--- src/rtl/line_activity_pkg.sv ---
package line_activity_pkg;
    typedef enum logic {
        SPAN_IDLE = 1'b0,
        SPAN_OPEN = 1'b1
    } span_state_e;
endpackage

--- src/rtl/zero_span_counter.sv ---
module zero_span_counter
    import line_activity_pkg::*;
#(
    parameter int ZERO_COUNT  = 3,
    parameter int WINDOW_BITS = 48
) (
    input  logic clk,
    input  logic rst,
    input  logic active_i,
    input  logic bit_vld_i,
    input  logic bit_i,
    output logic set_o
);
    localparam int ZC_W = $clog2(ZERO_COUNT + 1);
    localparam int SP_W = $clog2(WINDOW_BITS + 1);

    typedef struct packed {
        span_state_e     st;
        logic [ZC_W-1:0] zeros;
        logic [SP_W-1:0] span;
    } span_t;

    localparam span_t SPAN_RST = '{st: SPAN_IDLE, zeros: '0, span: '0};

    span_t span_d, span_q;
    logic [ZC_W-1:0] zeros_inc;
    logic [SP_W-1:0] span_inc;

    always_comb begin
        span_d    = span_q;
        set_o     = 1'b0;
        zeros_inc = span_q.zeros + 1'b1;
        span_inc  = span_q.span + 1'b1;
        if (active_i) begin
            span_d = SPAN_RST;
        end else if (bit_vld_i) begin
            case (span_q.st)
                SPAN_IDLE: begin
                    if (!bit_i) begin
                        if (ZERO_COUNT <= 1) begin
                            set_o = 1'b1;
                        end else begin
                            span_d.st    = SPAN_OPEN;
                            span_d.zeros = ZC_W'(1);
                            span_d.span  = SP_W'(1);
                        end
                    end
                end
                default: begin
                    if (!bit_i && zeros_inc >= ZC_W'(ZERO_COUNT)) begin
                        set_o  = 1'b1;
                        span_d = SPAN_RST;
                    end else if (span_inc >= SP_W'(WINDOW_BITS)) begin
                        span_d = SPAN_RST;
                    end else begin
                        span_d.span = span_inc;
                        if (!bit_i) begin
                            span_d.zeros = zeros_inc;
                        end
                    end
                end
            endcase
        end
    end

    always_ff @(posedge clk) begin
        if (rst) begin
            span_q <= SPAN_RST;
        end else begin
            span_q <= span_d;
        end
    end

    assert_zeros_bounded_R7: assert property (@(posedge clk) disable iff (rst)
        span_q.zeros < ZC_W'(ZERO_COUNT));
    assert_span_bounded_R7: assert property (@(posedge clk) disable iff (rst)
        span_q.span < SP_W'(WINDOW_BITS));
    assert_idle_hold_R2: assert property (@(posedge clk) disable iff (rst)
        (!bit_vld_i && !active_i) |=> $stable(span_q));
    assert_high_clears_R5: assert property (@(posedge clk) disable iff (rst)
        active_i |=> (span_q.st == SPAN_IDLE && span_q.zeros == '0));
endmodule

--- src/rtl/ones_run_counter.sv ---
module ones_run_counter #(
    parameter int ONES_CLEAR = 128
) (
    input  logic clk,
    input  logic rst,
    input  logic active_i,
    input  logic bit_vld_i,
    input  logic bit_i,
    output logic clr_o
);
    localparam int ON_W = $clog2(ONES_CLEAR + 1);

    typedef struct packed {
        logic [ON_W-1:0] ones;
    } run_t;

    run_t run_d, run_q;
    logic [ON_W-1:0] ones_inc;

    always_comb begin
        run_d    = run_q;
        clr_o    = 1'b0;
        ones_inc = run_q.ones + 1'b1;
        if (!active_i) begin
            run_d.ones = '0;
        end else if (bit_vld_i) begin
            if (!bit_i) begin
                run_d.ones = '0;
            end else if (ones_inc >= ON_W'(ONES_CLEAR)) begin
                clr_o      = 1'b1;
                run_d.ones = '0;
            end else begin
                run_d.ones = ones_inc;
            end
        end
    end

    always_ff @(posedge clk) begin
        if (rst) begin
            run_q <= '0;
        end else begin
            run_q <= run_d;
        end
    end

    assert_ones_bounded_R7: assert property (@(posedge clk) disable iff (rst)
        run_q.ones < ON_W'(ONES_CLEAR));
    assert_zero_restarts_R4: assert property (@(posedge clk) disable iff (rst)
        (active_i && bit_vld_i && !bit_i) |=> (run_q.ones == '0));
endmodule

--- src/rtl/line_activity_detect.sv ---
module line_activity_detect #(
    parameter int ZERO_COUNT  = 3,
    parameter int WINDOW_BITS = 48,
    parameter int ONES_CLEAR  = 128
) (
    input  logic clk,
    input  logic rst,
    input  logic bit_vld,
    input  logic bit_in,
    output logic active
);
    typedef struct packed {
        logic flag;
    } top_t;

    top_t top_d, top_q;
    logic set_hit;
    logic clr_hit;

    zero_span_counter #(
        .ZERO_COUNT (ZERO_COUNT),
        .WINDOW_BITS(WINDOW_BITS)
    ) u_zero_span (
        .clk      (clk),
        .rst      (rst),
        .active_i (top_q.flag),
        .bit_vld_i(bit_vld),
        .bit_i    (bit_in),
        .set_o    (set_hit)
    );

    ones_run_counter #(
        .ONES_CLEAR(ONES_CLEAR)
    ) u_ones_run (
        .clk      (clk),
        .rst      (rst),
        .active_i (top_q.flag),
        .bit_vld_i(bit_vld),
        .bit_i    (bit_in),
        .clr_o    (clr_hit)
    );

    always_comb begin
        top_d = top_q;
        if (set_hit) begin
            top_d.flag = 1'b1;
        end else if (clr_hit) begin
            top_d.flag = 1'b0;
        end
    end

    always_ff @(posedge clk) begin
        if (rst) begin
            top_q <= '0;
        end else begin
            top_q <= top_d;
        end
    end

    assign active = top_q.flag;

    assert_set_needs_zero_R1: assert property (@(posedge clk) disable iff (rst)
        (!active && !(bit_vld && !bit_in)) |=> !active);
    assert_clear_needs_one_R5: assert property (@(posedge clk) disable iff (rst)
        (active && !(bit_vld && bit_in)) |=> active);
    assert_hits_exclusive_R4: assert property (@(posedge clk) disable iff (rst)
        !(set_hit && clr_hit));
endmodule

--- config.mk ---
export PLATFORM = sky130hd
export DESIGN_NAME = line_activity_detect
export DESIGN_NICKNAME = d
export VERILOG_FILES = /design/src/rtl/line_activity_pkg.sv /design/src/rtl/zero_span_counter.sv /design/src/rtl/ones_run_counter.sv /design/src/rtl/line_activity_detect.sv
export SDC_FILE = /design/constraint.sdc
export NUM_CORES = 1
export LEC_CHECK = 0
export BUFFER_PORTS_ARGS = -buffer_cell sky130_fd_sc_hd__buf_2
export CAP_MARGIN = 20
export CORE_AREA = 10 10 52 54
export DETAILED_ROUTE_END_ITERATION = 8
export DIE_AREA = 0 0 62 64
export PLACE_DENSITY_LB_ADDON = 0.05
export SLEW_MARGIN = 20
export SYNTH_ARGS = -nofsm -noshare
export SYNTH_HDL_FRONTEND = slang
export SYNTH_SLANG_ARGS = --single-unit
--- constraint.sdc ---
create_clock -name clk -period 3.5 [get_ports clk]
set_clock_uncertainty 0.2 [all_clocks]
set_input_delay 0.525 -clock clk [delete_from_list [all_inputs] [get_ports clk]]
set_output_delay 0.525 -clock clk [all_outputs]
set_load 0.01 [all_outputs]
==> results.yml, run 1 <==
outcome:
  status: "finished, final reports clean"
clock_network:
  cts_setup_buffers: 0
  clkSinkCount: 18
  clockBufferDepth: 2
  cts_buffers: 3
  worstSkewPairLatency_ns: 0.30
  cts_tree: "built"
  htree_num_levels: 1
  clock_tree.root_cell: "sky130_fd_sc_hd__clkbuf_4"
  clk_transition_reported_paths_ns: 0.11
  cts_hold_buf: 0
  post_cts_resize_count: 0
sta:
  setup_tns_ns: 0
  timing.max_slew.rel_slack_pct: 68.0
  hold_violations: 0
  rsz0062_at_grt: "false"
  post_route_minimum_period_ns: 2.02
  final_min_period_over_clock_period_pct: 57.7
  setup_viol: 0
  final_critical_path_setup_slack_ns: 1.48
  final-max-slew-violation-count: 0
  fmaxAchievable_mhz: 495
  tightestPinTransition_ns: 0.474
layout:
  synthToLayoutAreaGrowth_pct: 5.87
  multi_input_comb_area_um2: 647
  insertedDiodeCount: 0
  nets: 141
  share_of_final_layout_standard_cells_stronger_than_drive_strength_1_pct: 9.02
  final_core_utilization_pct: 64.8
  filler_cell_count: 154
  area.sequential_um2: 360
worst_hold_path:
  hold_class: "in -> reg"
yosys:
  ys_seq_area_share_pct: 34.5
  leading_cell_type_by_number_of_instances_after_synthesis: "sky130_fd_sc_hd__dfxtp_1"
  synth.cells.most_frequent: "sky130_fd_sc_hd__dfxtp_1 (18), sky130_fd_sc_hd__nor2_1 (14), sky130_fd_sc_hd__nand2_1 (13)"
  synth_largest_type_area_fraction_pct: 34.5
  dominantRegCellSynth: "sky130_fd_sc_hd__dfxtp_1"
  ys.warnings.count: 0
  ys_seq_elements: 18
  post_synth_instance_area_um2: 1040
  post_synth_arst_share_pct: 0
  synthDistinctLibCells: 38
  syn_inst: 130
  synth.avg_cell_area_um2: 8.04
  synth.area.top_cells: "sky130_fd_sc_hd__dfxtp_1 (34%), sky130_fd_sc_hd__nand4_1 (7.2%), sky130_fd_sc_hd__nor2_1 (5.0%), sky130_fd_sc_hd__nand2_1 (4.7%), sky130_fd_sc_hd__a31oi_1 (3.6%)"
  synth_nets: 137
  number_of_enable_flip_flop_cells_after_synthesis: 0
  synth_area_leader_cell: "sky130_fd_sc_hd__dfxtp_1"
floorplan:
  dieArea_um2: 3970
  num_rows: 15
  floorplan.initialDensity_pct: 61.2
  die_height_um: 64
  io-pin-count: 5
  width_of_the_die_um: 62
  fp.coreArea_um2: 1710
placement:
  hpwl_um: 1560
  routabilityCongestion: 0.790
  post-place-ws_ns: 1.36
  quantity_of_i_o_buffers_inserted_on_ports: 4
routing:
  viasPerCell: 6.05
  drt_wl_cell_um: 13.6
  drt_pre_antenna_iters: 4
  routed_wirelength_um: 2150
  drt_iter0_markers: 49
  detail-route-antenna-nets: 0
  drc_errors: 0
  detailroute.via_count: 956
worst_setup_path:
  end_kind: "register"
  path_max_fanout: 8
  worstSetupPathType: "reg -> reg"
  worst_setup_path_start_kind: "register"
  worstPathRequired_ns: 3.49
  crit_arrival_ns: 2.01
run:
  cap_viol_max_count: 0
global_route:
  grt_overflow: 0
  antenna_found_initial: 0
  maximum_number_of_pins_on_one_net_before_global_route_repair: 15
  grt_first_pass_wirelength_um: 3550
  globalRouteTotalUtil_pct: 11.4
  first_global_vias: 813
power_and_ir_drop:
  maximum_vdd_ir_drop_uv: 207
  cellLeakagePower_nw: 0.353
  power-per-cell-area_nw_per_um2: 335
[sequential cells by signal (all words and copies together), names as in the netlist]
name                count
u_ones_run.run_q        8
u_zero_span.span_q      9
active                  1
[cells in the final DEF, fill, tap and decap left out, types with 2 or more instances in the layout]
cell / synthesis / layout
sky130_fd_sc_hd__nand2b_1: 2 / 2
sky130_fd_sc_hd__buf_2: 0 / 4
sky130_fd_sc_hd__clkbuf_4: 0 / 3
sky130_fd_sc_hd__nor2b_1: 5 / 5
sky130_fd_sc_hd__dfxtp_1: 18 / 18
sky130_fd_sc_hd__xnor2_1: 3 / 3
sky130_fd_sc_hd__ha_1: 3 / 3
sky130_fd_sc_hd__nand4_1: 12 / 12
sky130_fd_sc_hd__inv_1: 3 / 3
sky130_fd_sc_hd__nand2_1: 13 / 13
sky130_fd_sc_hd__a21oi_1: 7 / 7
sky130_fd_sc_hd__o21ai_0: 4 / 4
sky130_fd_sc_hd__o211ai_1: 4 / 4
sky130_fd_sc_hd__nor2_1: 14 / 14
sky130_fd_sc_hd__xor2_1: 3 / 3
sky130_fd_sc_hd__and2_1: 2 / 2
sky130_fd_sc_hd__a31oi_1: 6 / 6
sky130_fd_sc_hd__or3_1: 2 / 2
sky130_fd_sc_hd__nand3_1: 4 / 4
sky130_fd_sc_hd__nand3b_1: 2 / 2
[layer usage]
metal | vias to the layer above | part of all wire, % | global-route usage (%) | wire (um)
met3 | 4 | 6.8 | 2.96 | 147
met5 | - | 0 | 0 | 0
met1 | 429 | 47 | 14.5 | 1010
met2 | 33 | 45 | 17.7 | 969
met4 | 0 | 1.2 | 4.19 | 26
li1 | 490 | - | - | -
[worst max-delay path, cell delays in order, from the launching register on]
cell and delay (ns):
sky130_fd_sc_hd__dfxtp_1 0.38, sky130_fd_sc_hd__ha_1 0.32, sky130_fd_sc_hd__or4_1 0.68, sky130_fd_sc_hd__a31oi_1 0.25
sky130_fd_sc_hd__a21oi_1 0.09
[final cells by class]
cell class                 instances  area share, %
multi-input combinational        104           58.5
tap                               25           2.83
timing repair buffer               4           1.81
inverter                           3           1.02
clock buffer                       4           3.28
sequential                        18           32.6
[worst paths after layout]
kind                               from               endpoint  slack, ns  depth (start not counted)
setup reg to reg  u_zero_span.span_q[0]  u_zero_span.span_q[8]       1.48                          4
hold / removal                      rst                 active       0.21                          2
hold reg to reg   u_zero_span.span_q[7]  u_zero_span.span_q[7]       0.30                          2
setup / recovery  u_zero_span.span_q[0]  u_zero_span.span_q[8]       1.48                          4
[logic make-up (layout without fill, tap and decap cells)]
family | after synthesis | in the layout | share of synthesized area [%]
and+or+nand+nor | 66 | 66 | 34.3
AOI/OAI and AO/OA | 29 | 29 | 19.0
adders and majority gates | 3 | 3 | 3.59
DFF | 18 | 18 | 34.5
buffers and inverters | 8 | 11 | 3.59
xor gates and xnor gates | 6 | 6 | 5.03
[power by group]
group / internal, mW / total, mW / switching, mW
registers: 0.208 / 0.213 / 0.00468
logic: 0.00963 / 0.0275 / 0.0179
clock network: 0.0634 / 0.131 / 0.0675
[per-stage QoR]
step                cells  cell area [um2]  hold WS [ns]  total power [mW]
finish                158             1110         0.205             0.371
global route          158             1110         0.194             0.388
CTS                   158             1110         0.199             0.375
detailed placement    154             1070         0.284             0.245
global placement      154             1070         0.279             0.244
floorplan             130             1040         0.259             0.237
No activity file was read; power rests on OpenSTA's default activity.
==> run 2: changes to the inputs <==
--- a/config.mk
+++ b/config.mk
@@ -7,9 +7,9 @@
 export LEC_CHECK = 0
 export BUFFER_PORTS_ARGS = -buffer_cell sky130_fd_sc_hd__buf_2
 export CAP_MARGIN = 20
-export CORE_AREA = 10 10 52 54
+export CORE_AREA = 10 10 54 56
 export DETAILED_ROUTE_END_ITERATION = 8
-export DIE_AREA = 0 0 62 64
+export DIE_AREA = 0 0 64 66
 export PLACE_DENSITY_LB_ADDON = 0.05
 export SLEW_MARGIN = 20
 export SYNTH_ARGS = -nofsm -noshare
==> constraint.sdc (replaced) <==
create_clock -name clk -period 2 [get_ports clk]
set_clock_uncertainty 0.2 [all_clocks]
set_input_delay 0.3 -clock clk [delete_from_list [all_inputs] [get_ports clk]]
set_output_delay 0.3 -clock clk [all_outputs]
set_load 0.01 [all_outputs]
==> results.yml, run 2 (synthesis results as in run 1) <==
layout:
  synthToLayoutAreaGrowth_pct: 10.7
  final_design_area_no_fill_um2: 1160
  area.sequential_um2: 360
  top_register: "u_zero_span.span_q"
  filler_cell_count: 172
  layout.cells.most_common: "sky130_fd_sc_hd__dfxtp_1"
  share_of_final_layout_standard_cells_stronger_than_drive_strength_1_pct: 12.2
  number_of_flip_flops_in_the_largest_register: 9
  nets: 147
  layout_common_cells: "sky130_fd_sc_hd__dfxtp_1 (18), sky130_fd_sc_hd__nor2_1 (14), sky130_fd_sc_hd__nand2_1 (13)"
  insertedDiodeCount: 0
  final_core_utilization_pct: 60.8
  multi_input_comb_area_um2: 647
clock_network:
  htree_num_levels: 1
  clk_transition_reported_paths_ns: 0.11
  cts_tree: "built"
  clockBufferDepth: 2
  clock_tree.root_cell: "sky130_fd_sc_hd__clkbuf_4"
  clkSinkCount: 18
  worstSkewPairLatency_ns: 0.30
  post_cts_resize_count: 0
  cts_buffers: 3
worst_setup_path:
  startpoint: "u_zero_span.span_q[0]"
  worstSetupPathType: "reg -> reg"
  path_max_fanout: 7
  worst_r2r_endpoint: "u_zero_span.span_q[8]"
  r2r-start: "u_zero_span.span_q[0]"
  critical_path.endpoint: "u_zero_span.span_q[8]"
  crit_path_max_incr_delay_ns: 0.64
  cp_slowest_cell: "sky130_fd_sc_hd__or4_1"
  end_kind: "register"
  cp_cell_sequence: "ha_1 > or4_1 > a31oi_1 > a21oi_1"
  worst_setup_path_start_kind: "register"
  crit_arrival_ns: 1.85
  worstPathRequired_ns: 1.98
  ff2ff_setup_slack_ns: 0.14
  number_of_cells_on_the_worst_reg_to_reg_path: 4
sta:
  fmaxAchievable_mhz: 536
  final-max-slew-violation-count: 0
  setup_viol: 0
  tightestPinTransition_ns: 0.471
  hold_violations: 0
  post_route_minimum_period_ns: 1.86
  setup_tns_ns: 0
  timing.max_slew.rel_slack_pct: 68.2
  rsz0062_at_grt: "false"
  final_min_period_over_clock_period_pct: 93.2
global_route:
  globalRouteTotalUtil_pct: 10.8
  grt_first_pass_wirelength_um: 3800
  grt_overflow: 0
  first_global_vias: 905
  maximum_number_of_pins_on_one_net_before_global_route_repair: 15
  antenna_found_initial: 0
routing:
  drt_pre_antenna_iters: 4
  detailroute.via_count: 961
  drc_errors: 0
  drt_wl_cell_um: 13.3
  drt_iter0_markers: 40
  routed_wirelength_um: 2210
  viasPerCell: 5.79
  detail-route-antenna-nets: 0
power_and_ir_drop:
  cellLeakagePower_nw: 0.383
  maximum_vdd_ir_drop_uv: 405
  report.power.total_mw: 0.654
  power-per-cell-area_nw_per_um2: 566
floorplan:
  die_height_um: 66
  floorplan.initialDensity_pct: 54.9
  dieArea_um2: 4220
  width_of_the_die_um: 64
  num_rows: 16
  io-pin-count: 5
  fp.coreArea_um2: 1900
placement:
  hpwl_um: 1670
  placed_area_um2: 1110
  quantity_of_i_o_buffers_inserted_on_ports: 4
  routabilityCongestion: 0.822
worst_hold_path:
  hold_class: "in -> reg"
outcome:
  status: "finished, final reports clean"
run:
  cap_viol_max_count: 0
[run 2: cell count changes in the layout (fill, tap and decap cells not counted), sizes merged]
cell | before | now
buf | 4 | 9
dlygate4sd3 | 0 | 1
[run 2: area by class of cell]
type,count,area share [%]
Timing Repair Buffer,10,5.84
Clock buffer,4,3.14
Inverter,3,0.974
Sequential cell,18,31.2
Tap cell,27,2.92
Multi-Input combinational cell,104,56.0
[run 2: through the flow]
step	hold slack (ns)	worst slack, ns	instances
3_5_place_dp	0.281	0.153	161
5_1_grt	0.170	0.00670	166
6_report	0.142	0.135	166
3_3_place_gp	0.274	0.191	161
2_1_floorplan	0.172	0.149	130
4_1_cts	0.140	0.132	166
[run 2: how the worst min path moves through the flow]
stage	from	to	slack (ns)	cells past startpoint
floorplan	rst	active	0.17	1
detailed placement	u_zero_span.span_q[7]	u_zero_span.span_q[7]	0.28	2
global placement	u_zero_span.span_q[7]	u_zero_span.span_q[7]	0.27	2
finish	bit_vld	u_zero_span.span_q[6]	0.14	2
global route	bit_vld	u_zero_span.span_q[8]	0.17	2
CTS	bit_vld	u_zero_span.span_q[8]	0.14	2
[run 2: power breakdown]
part	leakage [nW]	switching, mW	internal (mW)
Clock	0.0210	0.117	0.111
Combinational	0.216	0.0324	0.0211
Sequential	0.146	0.00853	0.364
[run 2: critical path, delay by kind of cell (launching register included)]
kind            cells  cell delay, ns
compound gates      2            0.30
fa+ha+maj           1            0.24
simple gates        1            0.64
flops               1            0.38
[run 2: layer usage]
layer	vias to the layer above	track usage (%)	share of wire (%)
met3	2	2.54	2.3
li1	502	-	-
met4	0	3.28	0.63
met1	450	11.9	46
met2	7	19.9	51
met5	-	0	0
[run 2: timing repair]
action	CTS	global route
hold endpoints to repair	1	0
hold buffers	1	0
setup endpoints to repair	0	0
buffers inserted	0	0
==> run 3: changes to the inputs <==
==> constraint.sdc (replaced) <==
create_clock -name clk -period 1.8 [get_ports clk]
set_clock_uncertainty 0.2 [all_clocks]
set_input_delay 0.27 -clock clk [delete_from_list [all_inputs] [get_ports clk]]
set_output_delay 0.27 -clock clk [all_outputs]
set_load 0.01 [all_outputs]
==> results.yml, run 3 (synthesis results as in run 1) <==
sta:
  hold_violations: 0
  fmaxAchievable_mhz: 581
  rsz0062_at_grt: "false"
  post_route_minimum_period_ns: 1.72
  tightestPinTransition_ns: 0.383
  final-max-slew-violation-count: 0
  worst_hold_slack_ns: 0.0269
  timing.max_slew.rel_slack_pct: 74.4
  final_min_period_over_clock_period_pct: 95.6
  setup_viol: 0
global_route:
  antenna_found_initial: 0
  maximum_number_of_pins_on_one_net_before_global_route_repair: 15
  grt_first_pass_wirelength_um: 4140
  grt_overflow: 0
  globalRouteTotalUtil_pct: 11.8
  first_global_vias: 950
clock_network:
  clkSinkCount: 18
  cts_buffers: 3
  clockBufferDepth: 2
  clk_transition_reported_paths_ns: 0.10
  clock_tree.root_cell: "sky130_fd_sc_hd__clkbuf_4"
  htree_num_levels: 1
  cts_tree: "built"
  worstSkewPairLatency_ns: 0.29
  cts_hold_buf: 0
  cts_setup_buffers: 0
worst_setup_path:
  worstSetupPathType: "reg -> reg"
  ff2ff_setup_slack_ns: 0.08
  crit_arrival_ns: 1.71
  worstPathRequired_ns: 1.79
  worst_setup_path_start_kind: "register"
  path_max_fanout: 7
  number_of_cells_on_the_worst_reg_to_reg_path: 4
  end_kind: "register"
  r2r-start: "u_zero_span.span_q[0]"
  worst_r2r_endpoint: "u_zero_span.span_q[8]"
layout:
  share_of_final_layout_standard_cells_stronger_than_drive_strength_1_pct: 24.7
  insertedDiodeCount: 0
  layout_common_cells: "sky130_fd_sc_hd__buf_4 (17), sky130_fd_sc_hd__nor2_1 (14), sky130_fd_sc_hd__dfxtp_1 (14)"
  final_core_utilization_pct: 67.4
  number_of_flip_flops_in_the_largest_register: 9
  final-instance-count-excl-fill: 177
  filler_cell_count: 170
  layout.cells.most_common: "sky130_fd_sc_hd__buf_4"
  top_register: "u_zero_span.span_q"
  nets: 158
  synthToLayoutAreaGrowth_pct: 22.6
worst_hold_path:
  timing.hold.worst.start: "rst"
  hold_end: "active"
  hold_class: "in -> reg"
  whs_path_depth: 3
floorplan:
  floorplan.initialDensity_pct: 54.9
  dieArea_um2: 4220
  width_of_the_die_um: 64
  num_rows: 16
  die_height_um: 66
  fp.coreArea_um2: 1900
  io-pin-count: 5
routing:
  drc_errors: 0
  detailroute.via_count: 992
  routed_wirelength_um: 2420
  drt_iter0_markers: 46
  drt_pre_antenna_iters: 4
  drt_wl_cell_um: 13.7
  viasPerCell: 5.60
  detail-route-antenna-nets: 0
run:
  cap_viol_max_count: 0
placement:
  quantity_of_i_o_buffers_inserted_on_ports: 4
  placed_cells_incl_taps: 173
  routabilityCongestion: 0.844
  hpwl_um: 1850
power_and_ir_drop:
  maximum_vdd_ir_drop_uv: 413
  cellLeakagePower_nw: 0.452
  power-per-cell-area_nw_per_um2: 568
  report.power.total_mw: 0.728
outcome:
  status: "finished, final reports clean"
## run 3: through the flow
step / setup WS, ns / instance area [um2] / setup TNS (ns)
2_1_floorplan: -0.0248 / 1050 / -0.0248
3_3_place_gp: 0.0254 / 1200 / 0
3_5_place_dp: -0.00845 / 1200 / -0.0143
4_1_cts: 0.000773 / 1240 / 0
5_1_grt: 0.0252 / 1280 / 0
6_report: 0.0790 / 1280 / 0
## run 3: where the power goes
group | internal, mW | switching (mW)
clock network | 0.123 | 0.125
logic | 0.0283 | 0.0393
registers | 0.403 | 0.00938
## run 3: how the worst max path moves through the flow
| stage | start | endpoint | slack, ns | cells after the start |
|---|---|---|---|---|
| after global placement | u_zero_span.span_q[1] | u_zero_span.span_q[8] | 0.03 | 4 |
| after CTS | u_zero_span.span_q[0] | u_zero_span.span_q[5] | 0.0008 | 4 |
| final | u_zero_span.span_q[0] | u_zero_span.span_q[8] | 0.08 | 4 |
| after detailed placement | u_zero_span.span_q[1] | u_zero_span.span_q[5] | -0.008 | 4 |
| after global routing | u_zero_span.span_q[1] | u_zero_span.span_q[3] | 0.03 | 6 |
| after floorplan | active | u_zero_span.span_q[5] | -0.02 | 5 |
## run 3: worst max-delay path, cell delays in order (launching register included)
cell and delay (ns):
sky130_fd_sc_hd__dfxtp_4 0.37, sky130_fd_sc_hd__ha_2 0.21, sky130_fd_sc_hd__or4_4 0.57, sky130_fd_sc_hd__a31oi_1 0.19, sky130_fd_sc_hd__a21oi_1 0.08
## run 3: area by class of cell
| cell class | instances | area [um2] | area share, % |
|---|---|---|---|
| clock buffer | 4 | 36.3 | 2.83 |
| inverter | 3 | 11.3 | 0.879 |
| sequential | 18 | 370 | 28.9 |
| timing repair buffer | 21 | 148 | 11.5 |
| multi-input combinational | 104 | 682 | 53.2 |
| tap | 27 | 33.8 | 2.64 |
## run 3: routing by layer
layer | vias to the layer above | wire length (um) | track usage, %
li1 | 522 | - | -
met1 | 454 | 1140 | 13.4
met2 | 11 | 1190 | 21.1
met3 | 5 | 49 | 1.69
met4 | 0 | 39 | 5.46
met5 | - | 0 | 0
## run 3: what timing repair did
action,in CTS,in global routing
pin swaps,0,1
setup endpoints to repair,2,2
resized for setup,2,8
